## config.mk

```make
export PLATFORM = sky130hd
export DESIGN_NAME = dual_event_timer
export DESIGN_NICKNAME = d
export VERILOG_FILES = /design/src/rtl/dual_timer_pkg.sv /design/src/rtl/tick_divider.sv /design/src/rtl/timer_half.sv /design/src/rtl/dual_event_timer.sv
export SDC_FILE = /design/constraint.sdc
export NUM_CORES = 1
export LEC_CHECK = 0
export ABC_AREA = 0
export CAP_MARGIN = 40
export CORE_AREA = 5 5 159 161
export DETAILED_ROUTE_END_ITERATION = 8
export DIE_AREA = 0 0 164 166
export PLACE_DENSITY = 0.87
export SKIP_CTS_REPAIR_TIMING = 1
export SLEW_MARGIN = 15
export SYNTH_ARGS = -nofsm -noshare
export SYNTH_HDL_FRONTEND = slang
export SYNTH_SLANG_ARGS = --single-unit
export TNS_END_PERCENT = 5
```

## constraint.sdc

```tcl
create_clock -name clk -period 7.8 [get_ports clk]
set_input_delay 0.78 -clock clk [delete_from_list [all_inputs] [get_ports clk]]
set_output_delay 0.78 -clock clk [all_outputs]
set_load 0.02 [all_outputs]
```

## src/rtl/dual_timer_pkg.sv

```systemverilog
package dual_timer_pkg;

    localparam int DATA_W    = 32;
    localparam int ADDR_W    = 6;
    localparam int HALF_SPAN = 16;   // high-half control bits sit 16 above the low ones
    localparam int STAT_BIT  = 0;
    localparam int INV_BIT   = 1;
    localparam int MODE_LSB  = 6;
    localparam int IEN_BIT   = 9;
    localparam int DIV_LSB   = 16;
    localparam int GMODE_LSB = 2;
    localparam logic [1:0] GMODE_DUAL = 2'b01;

    localparam logic [ADDR_W-1:0] OFS_EMU    = 6'h04;
    localparam logic [ADDR_W-1:0] OFS_CNT_LO = 6'h10;
    localparam logic [ADDR_W-1:0] OFS_CNT_HI = 6'h14;
    localparam logic [ADDR_W-1:0] OFS_PRD_LO = 6'h18;
    localparam logic [ADDR_W-1:0] OFS_PRD_HI = 6'h1C;
    localparam logic [ADDR_W-1:0] OFS_CTL    = 6'h20;
    localparam logic [ADDR_W-1:0] OFS_GCTL   = 6'h24;
    localparam logic [ADDR_W-1:0] OFS_WDOG   = 6'h28;

    typedef enum logic [1:0] {
        ST_OFF  = 2'b00,
        ST_ONCE = 2'b01,
        ST_CONT = 2'b10
    } half_state_e;

    function automatic half_state_e mode_from_bits(input logic [1:0] b);
        case (b)
            2'b01:   return ST_ONCE;
            2'b10:   return ST_CONT;
            default: return ST_OFF;
        endcase
    endfunction

endpackage

```

## src/rtl/tick_divider.sv

```systemverilog
module tick_divider #(
    parameter int DIV_W = 4
) (
    input  logic             clk,
    input  logic             rst_n,
    input  logic [DIV_W-1:0] div_i,
    output logic             tick_o
);
    logic [DIV_W-1:0] phase_q;
    logic [DIV_W-1:0] eff;
    logic [DIV_W-1:0] last;

    assign eff    = (div_i == '0) ? DIV_W'(1) : div_i;
    assign last   = eff - DIV_W'(1);
    assign tick_o = (phase_q >= last);

    always_ff @(posedge clk or negedge rst_n) begin
        if (!rst_n)      phase_q <= '0;
        else if (tick_o) phase_q <= '0;
        else             phase_q <= phase_q + DIV_W'(1);
    end

    // with a divisor above one, two ticks never fall on adjacent clocks
    p_tick_gap_r7: assert property (@(posedge clk) disable iff (!rst_n)
        (tick_o && div_i > DIV_W'(1)) |=> (!tick_o || div_i <= DIV_W'(1)))
        else $error("tick spacing violated");

endmodule

```

## src/rtl/timer_half.sv

```systemverilog
module timer_half
    import dual_timer_pkg::*;
#(
    parameter int CNT_W = 32
) (
    input  logic             clk,
    input  logic             rst_n,
    input  logic             tick_i,
    input  logic             run_en_i,
    input  logic             mode_wr_i,
    input  logic [1:0]       mode_wdata_i,
    input  logic             cnt_wr_i,
    input  logic [CNT_W-1:0] cnt_wdata_i,
    input  logic             prd_wr_i,
    input  logic [CNT_W-1:0] prd_wdata_i,
    output half_state_e      state_o,
    output logic [CNT_W-1:0] cnt_o,
    output logic [CNT_W-1:0] prd_o,
    output logic             evt_o
);
    half_state_e      state_q, state_d;
    logic [CNT_W-1:0] cnt_q, prd_q;
    logic             evt_q;
    logic             live, fire;

    assign live = tick_i && run_en_i && (state_q != ST_OFF);
    assign fire = live && (cnt_q == prd_q);

    // state register
    always_ff @(posedge clk or negedge rst_n) begin
        if (!rst_n) state_q <= ST_OFF;
        else        state_q <= state_d;
    end

    // next state: a bus write of the mode field overrides the automatic move
    always_comb begin
        state_d = state_q;
        unique case (state_q)
            ST_OFF:  state_d = ST_OFF;
            ST_ONCE: if (fire) state_d = ST_OFF;
            ST_CONT: state_d = ST_CONT;
            default: state_d = ST_OFF;
        endcase
        if (mode_wr_i) state_d = mode_from_bits(mode_wdata_i);
    end

    // counter and period
    always_ff @(posedge clk or negedge rst_n) begin
        if (!rst_n) begin
            cnt_q <= '0;
            prd_q <= '0;
        end else begin
            if (cnt_wr_i)  cnt_q <= cnt_wdata_i;
            else if (fire) cnt_q <= '0;
            else if (live) cnt_q <= cnt_q + CNT_W'(1);
            if (prd_wr_i)  prd_q <= prd_wdata_i;
        end
    end

    // outputs
    always_ff @(posedge clk or negedge rst_n) begin
        if (!rst_n) evt_q <= 1'b0;
        else        evt_q <= fire;
    end

    assign state_o = state_q;
    assign cnt_o   = cnt_q;
    assign prd_o   = prd_q;
    assign evt_o   = evt_q;

    // a one-shot match without a competing write returns to off
    p_once_exits_r4: assert property (@(posedge clk) disable iff (!rst_n)
        (state_q == ST_ONCE && fire && !mode_wr_i) |=> (state_q == ST_OFF))
        else $error("one-shot did not stop");

    // an idle half keeps its count
    p_hold_off_r5: assert property (@(posedge clk) disable iff (!rst_n)
        (state_q == ST_OFF && !cnt_wr_i) |=> $stable(cnt_q))
        else $error("counter moved while off");

    // a gated half keeps its count
    p_gated_hold_r6: assert property (@(posedge clk) disable iff (!rst_n)
        (!run_en_i && !cnt_wr_i) |=> $stable(cnt_q))
        else $error("counter moved while gated");

    // an event lasts one clock while the period is non-zero
    p_evt_pulse_r8: assert property (@(posedge clk) disable iff (!rst_n)
        (evt_q && prd_q != '0 && !prd_wr_i && !cnt_wr_i) |=> !evt_q)
        else $error("event longer than one clock");

endmodule

```

## src/rtl/dual_event_timer.sv

```systemverilog
module dual_event_timer
    import dual_timer_pkg::*;
#(
    parameter int CNT_W = 32,
    parameter int DIV_W = 4
) (
    input  logic        clk,
    input  logic        rst_n,
    input  logic        bus_sel,
    input  logic        bus_we,
    input  logic [5:0]  bus_addr,
    input  logic [31:0] bus_wdata,
    output logic [31:0] bus_rdata,
    output logic        tout_lo,
    output logic        tout_hi,
    output logic        irq
);
    localparam int NUM_HALF = 2;

    logic [DATA_W-1:0] emu_q, ctl_q, gctl_q, wdog_q, ctl_rd;
    logic              wr, tick;
    half_state_e       st  [NUM_HALF];
    logic [CNT_W-1:0]  cnt [NUM_HALF];
    logic [CNT_W-1:0]  prd [NUM_HALF];
    logic [NUM_HALF-1:0] evt, tout;

    assign wr = bus_sel && bus_we;

    always_ff @(posedge clk or negedge rst_n) begin
        if (!rst_n) begin
            emu_q  <= '0;
            ctl_q  <= '0;
            gctl_q <= '0;
            wdog_q <= '0;
        end else if (wr) begin
            case (bus_addr)
                OFS_EMU:  emu_q  <= bus_wdata;
                OFS_CTL:  ctl_q  <= bus_wdata;
                OFS_GCTL: gctl_q <= bus_wdata;
                OFS_WDOG: wdog_q <= bus_wdata;
                default:  ;
            endcase
        end
    end

    tick_divider #(.DIV_W(DIV_W)) u_div (
        .clk    (clk),
        .rst_n  (rst_n),
        .div_i  (emu_q[DIV_LSB +: DIV_W]),
        .tick_o (tick)
    );

    for (genvar h = 0; h < NUM_HALF; h++) begin : g_half
        localparam int CB = HALF_SPAN * h;
        localparam logic [ADDR_W-1:0] CNT_OFS = (h == 0) ? OFS_CNT_LO : OFS_CNT_HI;
        localparam logic [ADDR_W-1:0] PRD_OFS = (h == 0) ? OFS_PRD_LO : OFS_PRD_HI;

        timer_half #(.CNT_W(CNT_W)) u_half (
            .clk          (clk),
            .rst_n        (rst_n),
            .tick_i       (tick),
            .run_en_i     (gctl_q[h] && gctl_q[GMODE_LSB +: 2] == GMODE_DUAL),
            .mode_wr_i    (wr && bus_addr == OFS_CTL),
            .mode_wdata_i (bus_wdata[CB + MODE_LSB +: 2]),
            .cnt_wr_i     (wr && bus_addr == CNT_OFS),
            .cnt_wdata_i  (bus_wdata[CNT_W-1:0]),
            .prd_wr_i     (wr && bus_addr == PRD_OFS),
            .prd_wdata_i  (bus_wdata[CNT_W-1:0]),
            .state_o      (st[h]),
            .cnt_o        (cnt[h]),
            .prd_o        (prd[h]),
            .evt_o        (evt[h])
        );

        assign tout[h] = evt[h] ^ ctl_q[CB + INV_BIT];
    end

    always_comb begin
        ctl_rd = ctl_q;
        for (int h = 0; h < NUM_HALF; h++) begin
            ctl_rd[HALF_SPAN*h + MODE_LSB +: 2] = st[h];
            ctl_rd[HALF_SPAN*h + STAT_BIT]      = tout[h];
        end
    end

    always_comb begin
        case (bus_addr)
            OFS_EMU:    bus_rdata = emu_q;
            OFS_CNT_LO: bus_rdata = DATA_W'(cnt[0]);
            OFS_CNT_HI: bus_rdata = DATA_W'(cnt[1]);
            OFS_PRD_LO: bus_rdata = DATA_W'(prd[0]);
            OFS_PRD_HI: bus_rdata = DATA_W'(prd[1]);
            OFS_CTL:    bus_rdata = ctl_rd;
            OFS_GCTL:   bus_rdata = gctl_q;
            OFS_WDOG:   bus_rdata = wdog_q;
            default:    bus_rdata = '0;
        endcase
    end

    assign tout_lo = tout[0];
    assign tout_hi = tout[1];
    assign irq     = evt[0] && ctl_q[IEN_BIT];

endmodule

```

**After elaboration in Yosys (flattened, before gate mapping)**

Index checks and enable logic that the tools add are counted.

- Bitwise operators: 2
- Reduce and logical (&&, ||, !) cells: 24
- Order comparisons: 1
- Add/subtract/negate cells: 4
- Muxes and demuxes: 17
- Equal/unequal tests: 21

Operators with widths:

| kind | count |
|---|---|
| 32-bit case mux with 8 select lines | 1 |
| 32-bit 2-to-1 mux | 6 |
| 32-bit by 1-bit adder with 32-bit output, second input constant | 2 |
| 32-bit == test | 2 |
| 6-bit by 5-bit == test with 1-bit output, second input constant | 4 |
| 6-bit == test, second input constant | 3 |
| 2-bit case mux with 2 select lines | 4 |
| 1-bit logical AND | 15 |
| 2-bit by 1-bit == test with 1-bit output, second input constant | 5 |
| 2-bit == test, second input constant | 4 |
| 2-bit 2-to-1 mux | 4 |
| 4-bit 2-to-1 mux | 2 |
| 2-bit AND reduction | 4 |
| 6-bit by 3-bit == test with 1-bit output, second input constant | 1 |
| 3-bit nonzero test | 2 |
| 4-bit by 1-bit adder with 4-bit output, second input constant | 1 |
| 4-bit >= comparator | 1 |
| 4-bit logical NOT | 1 |
| 2-bit nonzero test | 2 |
| 4-bit by 1-bit subtractor with 4-bit output, second input constant | 1 |
| 3-bit by 1-bit inequality test with 1-bit output, second input constant | 1 |
| 3-bit by 2-bit inequality test with 1-bit output, second input constant | 1 |
| 1-bit XOR | 2 |

- Input port bits: 42
- Output and inout bits: 35
- Register bits: 266

**Longest topological paths before layout**

- Depth in word-level cells: 10
- Mapped depth: 12
- Gate-level depth less buffers: 11

**By module**

Synthesis repeated with hierarchy kept, for this count alone.

- Cell total of the unflattened synthesis: 1377
- Area total of the unflattened synthesis: 14958.1 um^2

Modules (own cells, without submodules):

| module | cells each | times used | area an instance (um^2) | seq. area each (um^2) |
|---|---|---|---|---|
| timer_half | 408 | 2 | 3945.0 | 1676.6 |
| dual_event_timer | 531 | 1 | 6790.3 | 3052.9 |
| tick_divider | 30 | 1 | 277.8 | 100.1 |

**Least setup slack after synthesis**

No wires, ideal clock.

- Path type: input to output
- Start: input port bus_addr[2]
- End: output port bus_rdata[21]
- Data arrival time: 2773 ps
- Data required time: 7020 ps
- Slack: 4247 ps
- Path buffers: 3
- Cell stages on the path: 7
- Cell sequence: clkbuf_1 clkbuf_1 clkbuf_1 mux2i_1 o21ai_0 a222oi_1 o21ai_0

- Cells in the longest elaborated chain, start to end: 2

Ends and longest elaborated chain:

| element | line | source |
|---|---|---|
| start, declared | dual_event_timer.sv:11 | `input logic [5:0] bus_addr,` |
| 6-bit == test (tied with other cells) | dual_event_timer.sv:87 | `case (bus_addr)` |
| 32-bit case mux with 8 select lines * | dual_event_timer.sv:87 |  |
| end, declared | dual_event_timer.sv:13 | `output logic [31:0] bus_rdata,` |

Mark *: on every way between the ends. The rest lies on a longest branch, timed or not.

**Final worst setup path**

- Start: input port bus_addr[3]
- End: output port bus_rdata[23]

The elaborated chain is that of the path after synthesis.

==> results.json <==
{
  "antenna_found_initial": 0,
  "clk_pin_slew_ns": 0.06,
  "grt_pass1_vias": 12800,
  "cts.sinks": 260,
  "grt_usage_pct": 35.4,
  "synthToLayoutAreaGrowth_pct": 14.1,
  "drc": 0,
  "dp_slack_ns": 3.06,
  "viasPerCell": 7.15,
  "critical_path.max_fanout": 39,
  "status": "finished, final reports clean",
  "ios": 77,
  "skew_ns": 0.0251,
  "r2r-start": "emu_q[18]",
  "gp_congestion": 1.01,
  "routedWlPerCell_um": 27.0,
  "post-route-period-util_pct": 62.6,
  "num_vias": 12800,
  "ys_ff_latch": 260,
  "avgSynthCellArea_sq_um": 10.1,
  "finish.utilization_pct": 69.2,
  "root_buffer": "clkbuf_16",
  "cts_tree": "done",
  "die_area_sq_um": 27200,
  "slowest_delay_ns": 0.60,
  "tightestPinTransition_ns": 1.12,
  "clock.fmax_ghz": 0.205,
  "synth_top_area_share_pct": 45.0,
  "r2r_end": "g_half[0].u_half.cnt_o[6]",
  "synth_area_leaders": "dfrtp_1 (45%), mux2_2 (14%), mux2i_1 (4.3%)",
  "synth-main-ff-cell": "dfrtp_1",
  "netlist_instances": 1437,
  "syn-cell-area_sq_um": 14500,
  "setup_viol": 0,
  "fp.coreArea_sq_um": 23800,
  "power_density_nw_per_um2": 213,
  "wl_um": 48400,
  "ys_warn_count": 0,
  "clock_latency_ns": 0.57,
  "syn_nets": 1487,
  "htree_levels": 1,
  "total_power_w": 0.00352,
  "crit_cells": 10,
  "slowest_stage": "clkdlybuf4s50_1",
  "endpoint": "bus_rdata[23]",
  "end_kind": "output pin",
  "tns_ns": 0,
  "crit_chain": "clkdlybuf4s50_1, buf_4, clkinv_1, buf_4, nand2_1, nor2_2, buf_4, a222oi_1, o21ai_0, clkdlybuf4s50_1",
  "fillCellCount": 1702,
  "grt_max_degree": 179,
  "critPathBufInv": 6,
  "drtIter0Drc": 2233,
  "critPathLaunchType": "input port",
  "grt_pass1_wl_um": 74900,
  "drv_cap": 0,
  "cts_buffers": 28,
  "die_w_um": 164,
  "synth_edf_count": 0,
  "r2r_slack_ns": 4.69,
  "final_layout_size_suffix_gt1_share_pct": 19.6,
  "antennaDiodeCount": 0,
  "ys_types": 63,
  "first_pass_iters": 9,
  "die_y_um": 166,
  "finalHoldViolations": 0,
  "worstHoldPathType": "input port to asynchronous set/reset pin",
  "crit_arrival_ns": 4.11,
  "critical_path_required_ns": 7.02,
  "clockBufferDepth": 3,
  "start_util_pct": 60.7,
  "hpwl_um": 32100,
  "synth.largest_area_cell": "dfrtp_1",
  "overflow": 0,
  "slew_viol_final": 0,
  "finalNetCount": 1499,
  "rsz0062_at_grt": "false",
  "vdd_drop_max_mv": 0.138,
  "path_class": "input port to output pin",
  "io_buffers": 76,
  "postSynth.asyncResetShare_pct": 100,
  "crit_path_start": "bus_addr[3]",
  "p_leak_nw": 7.02,
  "ys_seq_area_share_pct": 45.0,
  "critPathTopFamily": "buffers and inverters",
  "rows": 57,
  "reg2reg_depth": 12,
  "crit_top_cell": "buf_4",
  "final.setup.worst_slack_ns": 2.91,
  "antenna_left": 0,
  "fin_crit_ns": 4.89,
  "relSlewSlack_pct": 25.5
}
## cells by family after synthesis
group,count (synthesis),synth area share (%)
AOI/OAI and AO/OA,355,15.2
xor gates and xnor gates,69,4.18
adders and majority gates,8,0.693
buffers and inverters,139,3.78
DFF,260,45.0
muxes,247,18.8
and+or+nand+nor,359,12.4
## sequential cells by signal (all words and copies together) (netlist names)
signal and flops:
u_div.phase_q 4, g_half.u_half.evt_o 2, gctl_q 32, ctl_q 26
g_half.u_half.state_o 4, g_half.u_half.cnt_o 64, emu_q 32, g_half.u_half.prd_o 64
wdog_q 32
## synthesized netlist by cell type, types with 3 or more instances
cell,count
nand3_1,34
dfrtp_1,260
nand4_1,33
nor4_1,21
inv_1,10
a222oi_1,30
a41oi_1,5
a31oi_1,30
buf_1,7
nand3b_1,5
or4_1,3
mux2i_1,62
o21a_1,11
a2111oi_0,10
and2_1,8
nand2b_1,5
o22a_1,4
nand4b_1,6
xnor2_1,66
buf_4,4
a21oi_1,116
o21ai_0,114
or3_1,4
clkbuf_1,109
buf_2,7
and4_1,11
nand2_1,80
a32oi_1,10
and3_1,5
a22oi_1,4
nor2_1,103
nor3_1,31
mux2_2,184
ha_1,8
xor2_1,3
## worst register-to-register path, cell delays in order (launching register included)
cell and delay (ns):
dfrtp_1 0.46, nor3_1 0.20, nor2_1 0.08, ha_1 0.19
xnor2_1 0.14, ha_1 0.28, nor3_1 0.05, nor2_1 0.28
nand3_2 0.34, buf_12 0.29, or3_1 0.39, a21bo_2 0.19
a22oi_1 0.14
## placed cells by master (no fill, tap or decap), types with 6 or more instances in the layout
master	count
nand4_1	33
nand2_1	80
nand3_1	33
o21ai_0	114
ha_1	8
nor4_2	7
mux2_2	184
nand4b_1	6
a31oi_1	30
bufinv_16	6
nor3_1	28
and4_1	11
clkinv_2	7
inv_1	10
o21a_1	11
nor4_1	16
clkdlybuf4s50_1	74
clkbuf_16	28
nor2_1	100
and2_1	8
xnor2_1	66
a32oi_1	10
a2111oi_0	10
mux2i_1	62
dfrtp_1	260
a21oi_1	116
a222oi_1	30
buf_4	30
## where the power goes
part | switching [W] | internal (W)
clock | 0.000573 | 0.000904
combinational | 0.000275 | 0.000202
sequential | 0.000110 | 0.00145
## routing by layer
metal / global-route usage [%] / up-vias / wire (um)
li1: - / 5354 / -
met1: 45.0 / 6115 / 16800
met2: 52.0 / 1065 / 20700
met3: 9.98 / 302 / 6250
met4: 25.1 / 0 / 4620
met5: 0 / - / 0
## worst min-delay path by stage
stage	endpoint	slack (ns)	cells past startpoint
after floorplan	emu_q[22]	0.45	2
after global placement	emu_q[6]	0.46	2
after detailed placement	emu_q[22]	0.48	2
after CTS	g_half[0].u_half.cnt_o[29]	0.25	1
after global routing	emu_q[3]	0.27	1
final	wdog_q[2]	0.22	1
## layout make-up
cell class                 instances  area [sq um]  area share [%]
multi-input combinational       1038          7460            45.3
sequential                       260          6510            39.5
timing repair buffer             110          1050            6.36
clock buffer                      36           781            4.74
tap                              324           405            2.46
clock inverter                    15           240            1.46
inverter                          11          41.3           0.250
## stage by stage
stage          hold slack, ns  cell area [sq um]  std cells
4_1_cts                 0.248              16500       1794
2_1_floorplan           0.451              14500       1437
6_report                0.217              16500       1794
5_1_grt                 0.274              16500       1794
3_5_place_dp            0.478              15500       1743
3_3_place_gp            0.465              15400       1737
Note: power is estimated with default switching activity, not from simulation.
